### src/rtl/seg_xlate_pkg.sv
package seg_xlate_pkg;
  typedef enum logic [1:0] {
    CAUSE_NONE = 2'd0,
    CAUSE_OOB  = 2'd1,
    CAUSE_PRIV = 2'd2
  } cause_e;
endpackage

### src/rtl/seg_regs.sv
module seg_regs #(
  parameter int SEG_W = 2,
  parameter int PA_W  = 20,
  parameter int BND_W = 17,
  localparam int NSEG = 1 << SEG_W
) (
  input  logic             clk_i,
  input  logic             rst_ni,
  input  logic             wr_en_i,
  input  logic [SEG_W-1:0] wr_seg_i,
  input  logic [PA_W-1:0]  wr_base_i,
  input  logic [BND_W-1:0] wr_bound_i,
  input  logic [SEG_W-1:0] rd_seg_i,
  output logic [PA_W-1:0]  rd_base_o,
  output logic [BND_W-1:0] rd_bound_o
);
  logic [PA_W-1:0]  base_q  [NSEG];
  logic [BND_W-1:0] bound_q [NSEG];

  for (genvar s = 0; s < NSEG; s++) begin : g_slot
    always_ff @(posedge clk_i or negedge rst_ni) begin
      if (!rst_ni) begin
        base_q[s]  <= '0;
        bound_q[s] <= '0;
      end else if (wr_en_i && wr_seg_i == SEG_W'(s)) begin
        base_q[s]  <= wr_base_i;
        bound_q[s] <= wr_bound_i;
      end
    end
  end

  assign rd_base_o  = base_q[rd_seg_i];
  assign rd_bound_o = bound_q[rd_seg_i];
endmodule

### src/rtl/seg_calc.sv
module seg_calc #(
  parameter int OFF_W = 16,
  parameter int PA_W  = 20,
  localparam int BND_W = OFF_W + 1
) (
  input  logic [OFF_W-1:0] off_i,
  input  logic [PA_W-1:0]  base_i,
  input  logic [BND_W-1:0] bound_i,
  output logic [PA_W-1:0]  pa_o,
  output logic             oob_o
);
  // wraps modulo 2^PA_W
  assign pa_o  = base_i + PA_W'(off_i);
  assign oob_o = {1'b0, off_i} >= bound_i;
endmodule

### src/rtl/seg_xlate.sv
module seg_xlate
  import seg_xlate_pkg::*;
#(
  parameter int VA_W  = 18,
  parameter int SEG_W = 2,
  parameter int PA_W  = 20,
  localparam int OFF_W = VA_W - SEG_W,
  localparam int BND_W = OFF_W + 1
) (
  input  logic             clk_i,
  input  logic             rst_ni,
  input  logic             cfg_we_i,
  input  logic             cfg_priv_i,
  input  logic [SEG_W-1:0] cfg_seg_i,
  input  logic [PA_W-1:0]  cfg_base_i,
  input  logic [BND_W-1:0] cfg_bound_i,
  output logic             cfg_done_o,
  output logic [1:0]       cfg_cause_o,
  input  logic             xl_req_i,
  input  logic [VA_W-1:0]  xl_va_i,
  output logic             xl_valid_o,
  output logic [PA_W-1:0]  xl_pa_o,
  output logic             xl_fault_o,
  output logic [1:0]       xl_cause_o
);
  logic [SEG_W-1:0] seg;
  logic [OFF_W-1:0] off;
  logic [PA_W-1:0]  sel_base, pa_d;
  logic [BND_W-1:0] sel_bound;
  logic             oob;
  logic             wr_ok;

  assign seg   = xl_va_i[VA_W-1 -: SEG_W];
  assign off   = xl_va_i[OFF_W-1:0];
  assign wr_ok = cfg_we_i & cfg_priv_i;

  seg_regs #(.SEG_W(SEG_W), .PA_W(PA_W), .BND_W(BND_W)) u_regs (
    .clk_i      (clk_i),
    .rst_ni     (rst_ni),
    .wr_en_i    (wr_ok),
    .wr_seg_i   (cfg_seg_i),
    .wr_base_i  (cfg_base_i),
    .wr_bound_i (cfg_bound_i),
    .rd_seg_i   (seg),
    .rd_base_o  (sel_base),
    .rd_bound_o (sel_bound)
  );

  seg_calc #(.OFF_W(OFF_W), .PA_W(PA_W)) u_calc (
    .off_i   (off),
    .base_i  (sel_base),
    .bound_i (sel_bound),
    .pa_o    (pa_d),
    .oob_o   (oob)
  );

  always_ff @(posedge clk_i or negedge rst_ni) begin
    if (!rst_ni) begin
      xl_valid_o  <= 1'b0;
      xl_pa_o     <= '0;
      xl_fault_o  <= 1'b0;
      xl_cause_o  <= CAUSE_NONE;
      cfg_done_o  <= 1'b0;
      cfg_cause_o <= CAUSE_NONE;
    end else begin
      xl_valid_o  <= xl_req_i;
      xl_fault_o  <= xl_req_i & oob;
      xl_pa_o     <= (xl_req_i && !oob) ? pa_d : '0;
      xl_cause_o  <= (xl_req_i && oob) ? CAUSE_OOB : CAUSE_NONE;
      cfg_done_o  <= cfg_we_i;
      cfg_cause_o <= (cfg_we_i && !cfg_priv_i) ? CAUSE_PRIV : CAUSE_NONE;
    end
  end
endmodule

### config.mk
export PLATFORM = sky130hd
export DESIGN_NAME = seg_xlate
export DESIGN_NICKNAME = d
export VERILOG_FILES = /design/src/rtl/seg_xlate_pkg.sv /design/src/rtl/seg_regs.sv /design/src/rtl/seg_calc.sv /design/src/rtl/seg_xlate.sv
export SDC_FILE = /design/constraint.sdc
export NUM_CORES = 1
export LEC_CHECK = 0
export ABC_AREA = 1
export BUFFER_PORTS_ARGS = -buffer_cell sky130_fd_sc_hd__buf_2
export CAP_MARGIN = 20
export CORE_UTILIZATION = 48
export DETAILED_ROUTE_END_ITERATION = 6
export HOLD_SLACK_MARGIN = 0.15
export MAX_ROUTING_LAYER = met4
export PLACE_DENSITY = 0.7
export SLEW_MARGIN = 20
export SYNTH_ARGS = -nofsm -noshare
export SYNTH_HDL_FRONTEND = slang
export SYNTH_SLANG_ARGS = --single-unit
### constraint.sdc
create_clock -name clk_i -period 1.9 [get_ports clk_i]
set_input_delay 0.38 -clock clk_i [delete_from_list [all_inputs] [get_ports clk_i]]
set_output_delay 0.38 -clock clk_i [all_outputs]
set_load 0.02 [all_outputs]
# Yosys cells after proc, flatten, opt, wreduce, memory -nomap -nowiden
# Cells that the tools add are included.
# totals
reg_bits,175
output_inout_bits,27
# op_classes
n_addsub,1
reduce_logical,10
order_cmp,2
muxes,9
bitwise,3
eq_ne,3
# op_table
op,count
$mux 20,3
$bmux 20 s2,1
$bmux 17 s2,1
$mux 17,2
$add 20x16->20,1
$ge 16x17->1,1
$logic_and 1x1->1,7
$eq 2x2->1 const B,2
$ge 3x3->1 const B,1
$not 2->3,1
$and 1x1->1,2
$eq 2x1->1 const B,1
$logic_not 1->1,2
$logic_not 2->1,1
$mux 2,1
$mux 1,1

# Logic depth before layout (Yosys ltp)
# logic_depth
ltp_word,8
ltp_mapped,20
depth_no_buf,16

# By module
# A second synthesis with hierarchy kept.
# unflattened
cells_unflattened,1450
area_unflattened_um2,10189.8
# modules_own_cells
module,area_each_um2,n_inst,cells_per_inst
seg_regs,7731.2,1,1081
seg_calc,1566.5,1,291
seg_xlate,892.1,1,78

# Worst setup path before layout
# OpenSTA, ideal clock, no wires.
# synth_timing
path_type,input-to-reg
startpoint,input xl_va_i[16]
endpoint,register xl_pa_o[12]
required_ns,1.827
path_slack_ns,-0.505
setup_ns,0.073
path_stages,16
arrival_time_ns,2.332
cell_sequence,buf_6 buf_6 buf_2 o21ai_0 o22ai_1 ha_1 fa_1 nand3_1 nand3_1 nand2_1 nand2_1 a21oi_1 inv_1 nand2_1 nand2_1 nor2_1
# synth_between
elab_chain_len,8
# synth_lines
item,line_no,rtl
"start, declared",seg_xlate.sv:20,"input logic [VA_W-1:0] xl_va_i,"
$not 2->3 (implied by the code) *,"seg_regs.sv:32, seg_regs.sv:33",
$bmux 17 s2,seg_regs.sv:33,assign rd_bound_o = bound_q[rd_seg_i];
$mux 17 (implied by the code) (2 in a row),seg_regs.sv:33,
$ge 16x17->1,seg_calc.sv:14,"assign oob_o = {1'b0, off_i} >= bound_i;"
$logic_not 1->1,seg_xlate.sv:68,xl_pa_o <= (xl_req_i && !oob) ? pa_d : '0;
$logic_and 1x1->1,seg_xlate.sv:68,
$mux 20 *,seg_xlate.sv:68,
"end signal, assigned",seg_xlate.sv:68,
"end, declared",seg_xlate.sv:22,"output logic [PA_W-1:0] xl_pa_o,"
# Every way passes the cells marked *; elsewhere a longest branch is shown, timed or not. The select of a mux whose other input is x is not followed.
# A chain may end at the register's enable or synchronous reset.

# Worst setup path after layout
# layout_timing
startpoint,register u_regs.base_q[40] (netlist name)
endpoint,register xl_pa_o[18]
# layout_between
elab_chain_len,5
# layout_lines
item,line_no,rtl
"start, declared",seg_regs.sv:17,logic [PA_W-1:0] base_q [NSEG];
"start signal, assigned by index",seg_regs.sv:26,base_q[s] <= wr_base_i;
$bmux 20 s2,seg_regs.sv:32,assign rd_base_o = base_q[rd_seg_i];
$mux 20 (implied by the code) (2 in a row),seg_regs.sv:32,
$add 20x16->20,seg_calc.sv:13,assign pa_o = base_i + PA_W'(off_i);
$mux 20,seg_xlate.sv:68,
# Every way passes these cells. The select of a mux whose other input is x is not followed.

==> impl_results.md <==
* Result of the run: complete, but fails checks
* Failing checks: negative setup slack
* Nature of the critical path startpoint: flip-flop
* Initial antenna violation count at 0
* Detailed-route via count at around 7700
* Via-to-Cell Ratio at roughly 5.2
* Global-route wire length before repair at 36.93 mm
* Number of distinct library cells after synthesis at 30
* Unrepaired setup endpoints after global routing: yes
* ANT cells at 0
* Number of enable flip-flop cells after synthesis at 0
* Relative contribution of the clock network to total power at around a third
* Cts bufs inserted at 17
* IO Port Bufs at 86
* Maximum number of pins on one net before global-route repair at 75
* Post-detailed-routing wire length at approximately 22 mm
* Final count of negative-setup-slack endpoints at 20
* Post-layout utilization of the core at between 60% and 70%
* Internal power summed over all cells at 0.008081 W
* Num Clock Sinks at 172
* Clock transition time at the flip-flop clock pins of the worst setup and hold paths at 0.07 ns
* Start of the worst register-to-register path: u_regs.base_q[40]$_DFFE_PN0P_
* Height of the chip at around 140 um
* Cell taking the most area after synthesis: sky130_fd_sc_hd__dfrtp_1
* Worst-case setup slack after placement at -0.5743 ns
* Area growth from synthesis to layout at 26.73%
* Total number of nets in the final design at ~1300
* Flop2flop setup slack at -0.08 ns
* Global placement routability congestion at slightly above 0.9
* Max Fclk at ~500 MHz
* Floorplan Core Area at between 15000 and 20000 um2
* Aggregate global-route resource usage at 26.74%
* Fraction of layout instances using a drive strength above 1 at between 20 and 25%
* Most instantiated cells after synthesis: 277 x sky130_fd_sc_hd__nand2_1, 197 x sky130_fd_sc_hd__o21ai_0, 172 x sky130_fd_sc_hd__dfrtp_1
* DP Wirelength at around 15 mm
* Num rows at 48
* Post-Synthesis Cell Area at 8693 um2
* Area of the multi-input gates at between 4000 and 5000 um2
* Clock Latency Late Sink at between 0.4 and 0.5 ns
* Number of buffers between clock root and the deepest sink at 2
* Worst IR Drop VDD at between 0.7 and 0.8 mV
* Die Area at 18650 um2
* Worst setup path startpoint: u_regs.base_q[40]$_DFFE_PN0P_
* Area share of the largest cell type after synthesis at 49.51%
* Clock root cell: sky130_fd_sc_hd__clkbuf_16
* Depth of the worst register-to-register path at 13
* Synth warnings at 0
* Synth area leaders: sky130_fd_sc_hd__dfrtp_1 50%, sky130_fd_sc_hd__nand2_1 12%, sky130_fd_sc_hd__o21ai_0 11%
* Maximum Capacitance Violations at 0
* Smallest hold slack at approximately 0.17 ns
* Final Skew at around 0.007 ns
* H-tree depth at 4
* Final Power at 0.01161 W
* Syn_area_per_cell at around 7.8 um2
* Number of ports placed on the die boundary at 89
* Final-layout fill cell count at about 1500
* Sequential cell area at between 4000 and 5000 um2
* Capturing point of the worst reg2reg path: xl_pa_o[18]$_DFF_PN0_
* Proportion of register bits with asynchronous set or reset after synthesis at 100.0%
* Routed length per instance at roughly 15 um
* Vias in the first global route at 7290
* Arrival time reported for the critical path endpoint at approximately 2.3 ns
* Combinational cell fraction of total power at about a quarter
* Initial standard-cell utilization of the core at slightly below 50%
* Final number of max-transition violations at 0
* Most repeated cell in the gate-level netlist after synthesis: sky130_fd_sc_hd__nand2_1
* Most common flop cell mapped by yosys: sky130_fd_sc_hd__dfrtp_1
* Fin worst setup slack at -0.08097 ns
* Non-Filler Instances at ~1500
* Hold Violations, Final at 0
* Sequential power share at 40.4%
* CP Class: reg2reg
* Number of synthesized register bits at approximately 170
* Crit-path max FO at 2
* Power spent charging and discharging nets at around 0.0035 W
* Part of the Yosys area used for sequential elements at between 40% and 50%
* Critical path destination: xl_pa_o[18]$_DFF_PN0_
* Post-synthesis cell count at between 1000 and 1500
* Count of nets left with antenna violations after detail routing at 0
* Overall overflow remaining after global route at 0
* Required @ worst endpoint at ~2.2 ns
* TritonCTS clock tree: built
* Period utilisation layout at 104.3%
* Width of the die at roughly 140 um
* Placed cells at approximately 1400
* Worst hold path type: in2reg
* Power per standard cell area at roughly 1100 nW/um2
* Remaining design rule violation count at 0
* Min Tclk post-route at a little under 2 ns
* LEAKAGE at 5.596 nW
* Number of violations reported at the end of detailed-routing iteration 0 at 548
* Length of the first detailed-routing pass in iterations at 5
* Fraction of power spent switching nets at a little under a third
* Critical path capture point type: flip-flop
power groups by stage:
stage	sequential (W)	clock, W	combinational (W)
final	0.00469	0.00382	0.00310
after floorplan	0.00478	0	0.00168
after CTS	0.00468	0.00386	0.00302
after global routing	0.00476	0.00403	0.00349
after detailed placement	0.00473	0	0.00280
after global placement	0.00472	0	0.00274
flip-flops by register name, summed over array words and instances, names as in the netlist:
| signal | flops |
|---|---|
| xl_valid_o | 1 |
| xl_pa_o | 20 |
| u_regs.base_q | 80 |
| cfg_cause_o | 1 |
| cfg_done_o | 1 |
| u_regs.bound_q | 68 |
| xl_cause_o | 1 |
placed cells by master, fill, tap and decap left out, types with 3 or more instances in the layout:
cell                              n
sky130_fd_sc_hd__xnor2_1         11
sky130_fd_sc_hd__ha_4             9
sky130_fd_sc_hd__buf_2           84
sky130_fd_sc_hd__clkbuf_1         3
sky130_fd_sc_hd__dlygate4sd3_1    4
sky130_fd_sc_hd__clkbuf_16       17
sky130_fd_sc_hd__bufinv_16        5
sky130_fd_sc_hd__buf_12          16
sky130_fd_sc_hd__inv_6            3
sky130_fd_sc_hd__nand2_2         16
sky130_fd_sc_hd__o21ai_1         34
sky130_fd_sc_hd__buf_4           69
sky130_fd_sc_hd__a21oi_2         16
sky130_fd_sc_hd__nor2_1         127
sky130_fd_sc_hd__o22ai_1          9
sky130_fd_sc_hd__inv_1          105
sky130_fd_sc_hd__nand3b_1         4
sky130_fd_sc_hd__nand3_2          8
sky130_fd_sc_hd__nand2_1        261
sky130_fd_sc_hd__o22ai_2          9
sky130_fd_sc_hd__o21ai_0        162
sky130_fd_sc_hd__nand4_1          3
sky130_fd_sc_hd__ha_1            22
sky130_fd_sc_hd__nand3_1         23
sky130_fd_sc_hd__nor2_2           9
sky130_fd_sc_hd__dfrtp_1        172
sky130_fd_sc_hd__a21oi_1         35
worst max-delay path: stages (launching register included):
cell and delay (ns):
sky130_fd_sc_hd__dfrtp_1 0.38, sky130_fd_sc_hd__o21ai_1 0.13, sky130_fd_sc_hd__o22ai_1 0.08, sky130_fd_sc_hd__ha_2 0.19, sky130_fd_sc_hd__fa_2 0.35, sky130_fd_sc_hd__buf_4 0.15, sky130_fd_sc_hd__nand3_1 0.09, sky130_fd_sc_hd__nand3b_1 0.13
sky130_fd_sc_hd__nand2_1 0.12, sky130_fd_sc_hd__nand2_1 0.05, sky130_fd_sc_hd__nand2_1 0.06, sky130_fd_sc_hd__nand2_1 0.06, sky130_fd_sc_hd__nand2_1 0.05, sky130_fd_sc_hd__inv_1 0.03
routing by layer:
metal / GRT usage (%) / share of wire [%]
met1: 36.40 / 46
met2: 42.02 / 47
met3: 3.889 / 5.0
met4: 6.790 / 1.4
met5: - / 0
worst min path at each step:
| stage | startpoint | to | depth (start not counted) |
|---|---|---|---|
| after floorplan | rst_ni | cfg_cause_o[1]$_DFF_PN0_ | 0 |
| after global placement | rst_ni | u_regs.base_q[4]$_DFFE_PN0P_ | 1 |
| after detailed placement | rst_ni | u_regs.base_q[43]$_DFFE_PN0P_ | 1 |
| after CTS | cfg_bound_i[3] | u_regs.bound_q[3]$_DFFE_PN0P_ | 3 |
| after global routing | cfg_bound_i[3] | u_regs.bound_q[3]$_DFFE_PN0P_ | 3 |
| final | cfg_bound_i[12] | u_regs.bound_q[12]$_DFFE_PN0P_ | 3 |
metrics by stage:
| stage | instance area, um2 | TNS (ns) |
|---|---|---|
| 2_1_floorplan | 8851 | -5.590 |
| 3_3_place_gp | 9981 | -10.42 |
| 4_1_cts | 10930 | -0.2224 |
| 6_report | 11020 | -0.5813 |
| 5_1_grt | 11020 | -3.779 |
| 3_5_place_dp | 9981 | -11.24 |
kinds of logic (layout without fill, tap and decap cells):
logic type / Yosys count / count (layout) / synth area share, %
AND/OR/NAND/NOR: 455 / 455 / 20.67
AO/OA/AOI/OAI: 269 / 269 / 15.83
flip-flops: 172 / 172 / 49.51
buffers and inverters: 168 / 315 / 7.901
adder cells (fa/ha/maj): 33 / 33 / 4.836
XOR/XNOR: 12 / 12 / 1.209
other: 1 / 2 / 0.04314
layout make-up:
class / count / area share [%]
multi-input combinational: 771 / 36.83
inverter: 109 / 3.759
clock buffer: 21 / 4.089
timing repair buffer: 175 / 11.99
tap: 225 / 2.555
clock inverter: 10 / 1.704
sequential: 172 / 39.07
what timing repair did:
| action | CTS | global route |
|---|---|---|
| pin swaps | 22 | 11 |
| hold endpoints to repair | 44 | 0 |
| hold buffers | 4 | 0 |
| endpoints found under the setup margin | 21 | 21 |
| buffers inserted | 7 | 4 |
| gates resized for setup | 62 | 25 |
| gates cloned | 0 | 0 |
Power figures use the tool's default switching activity.
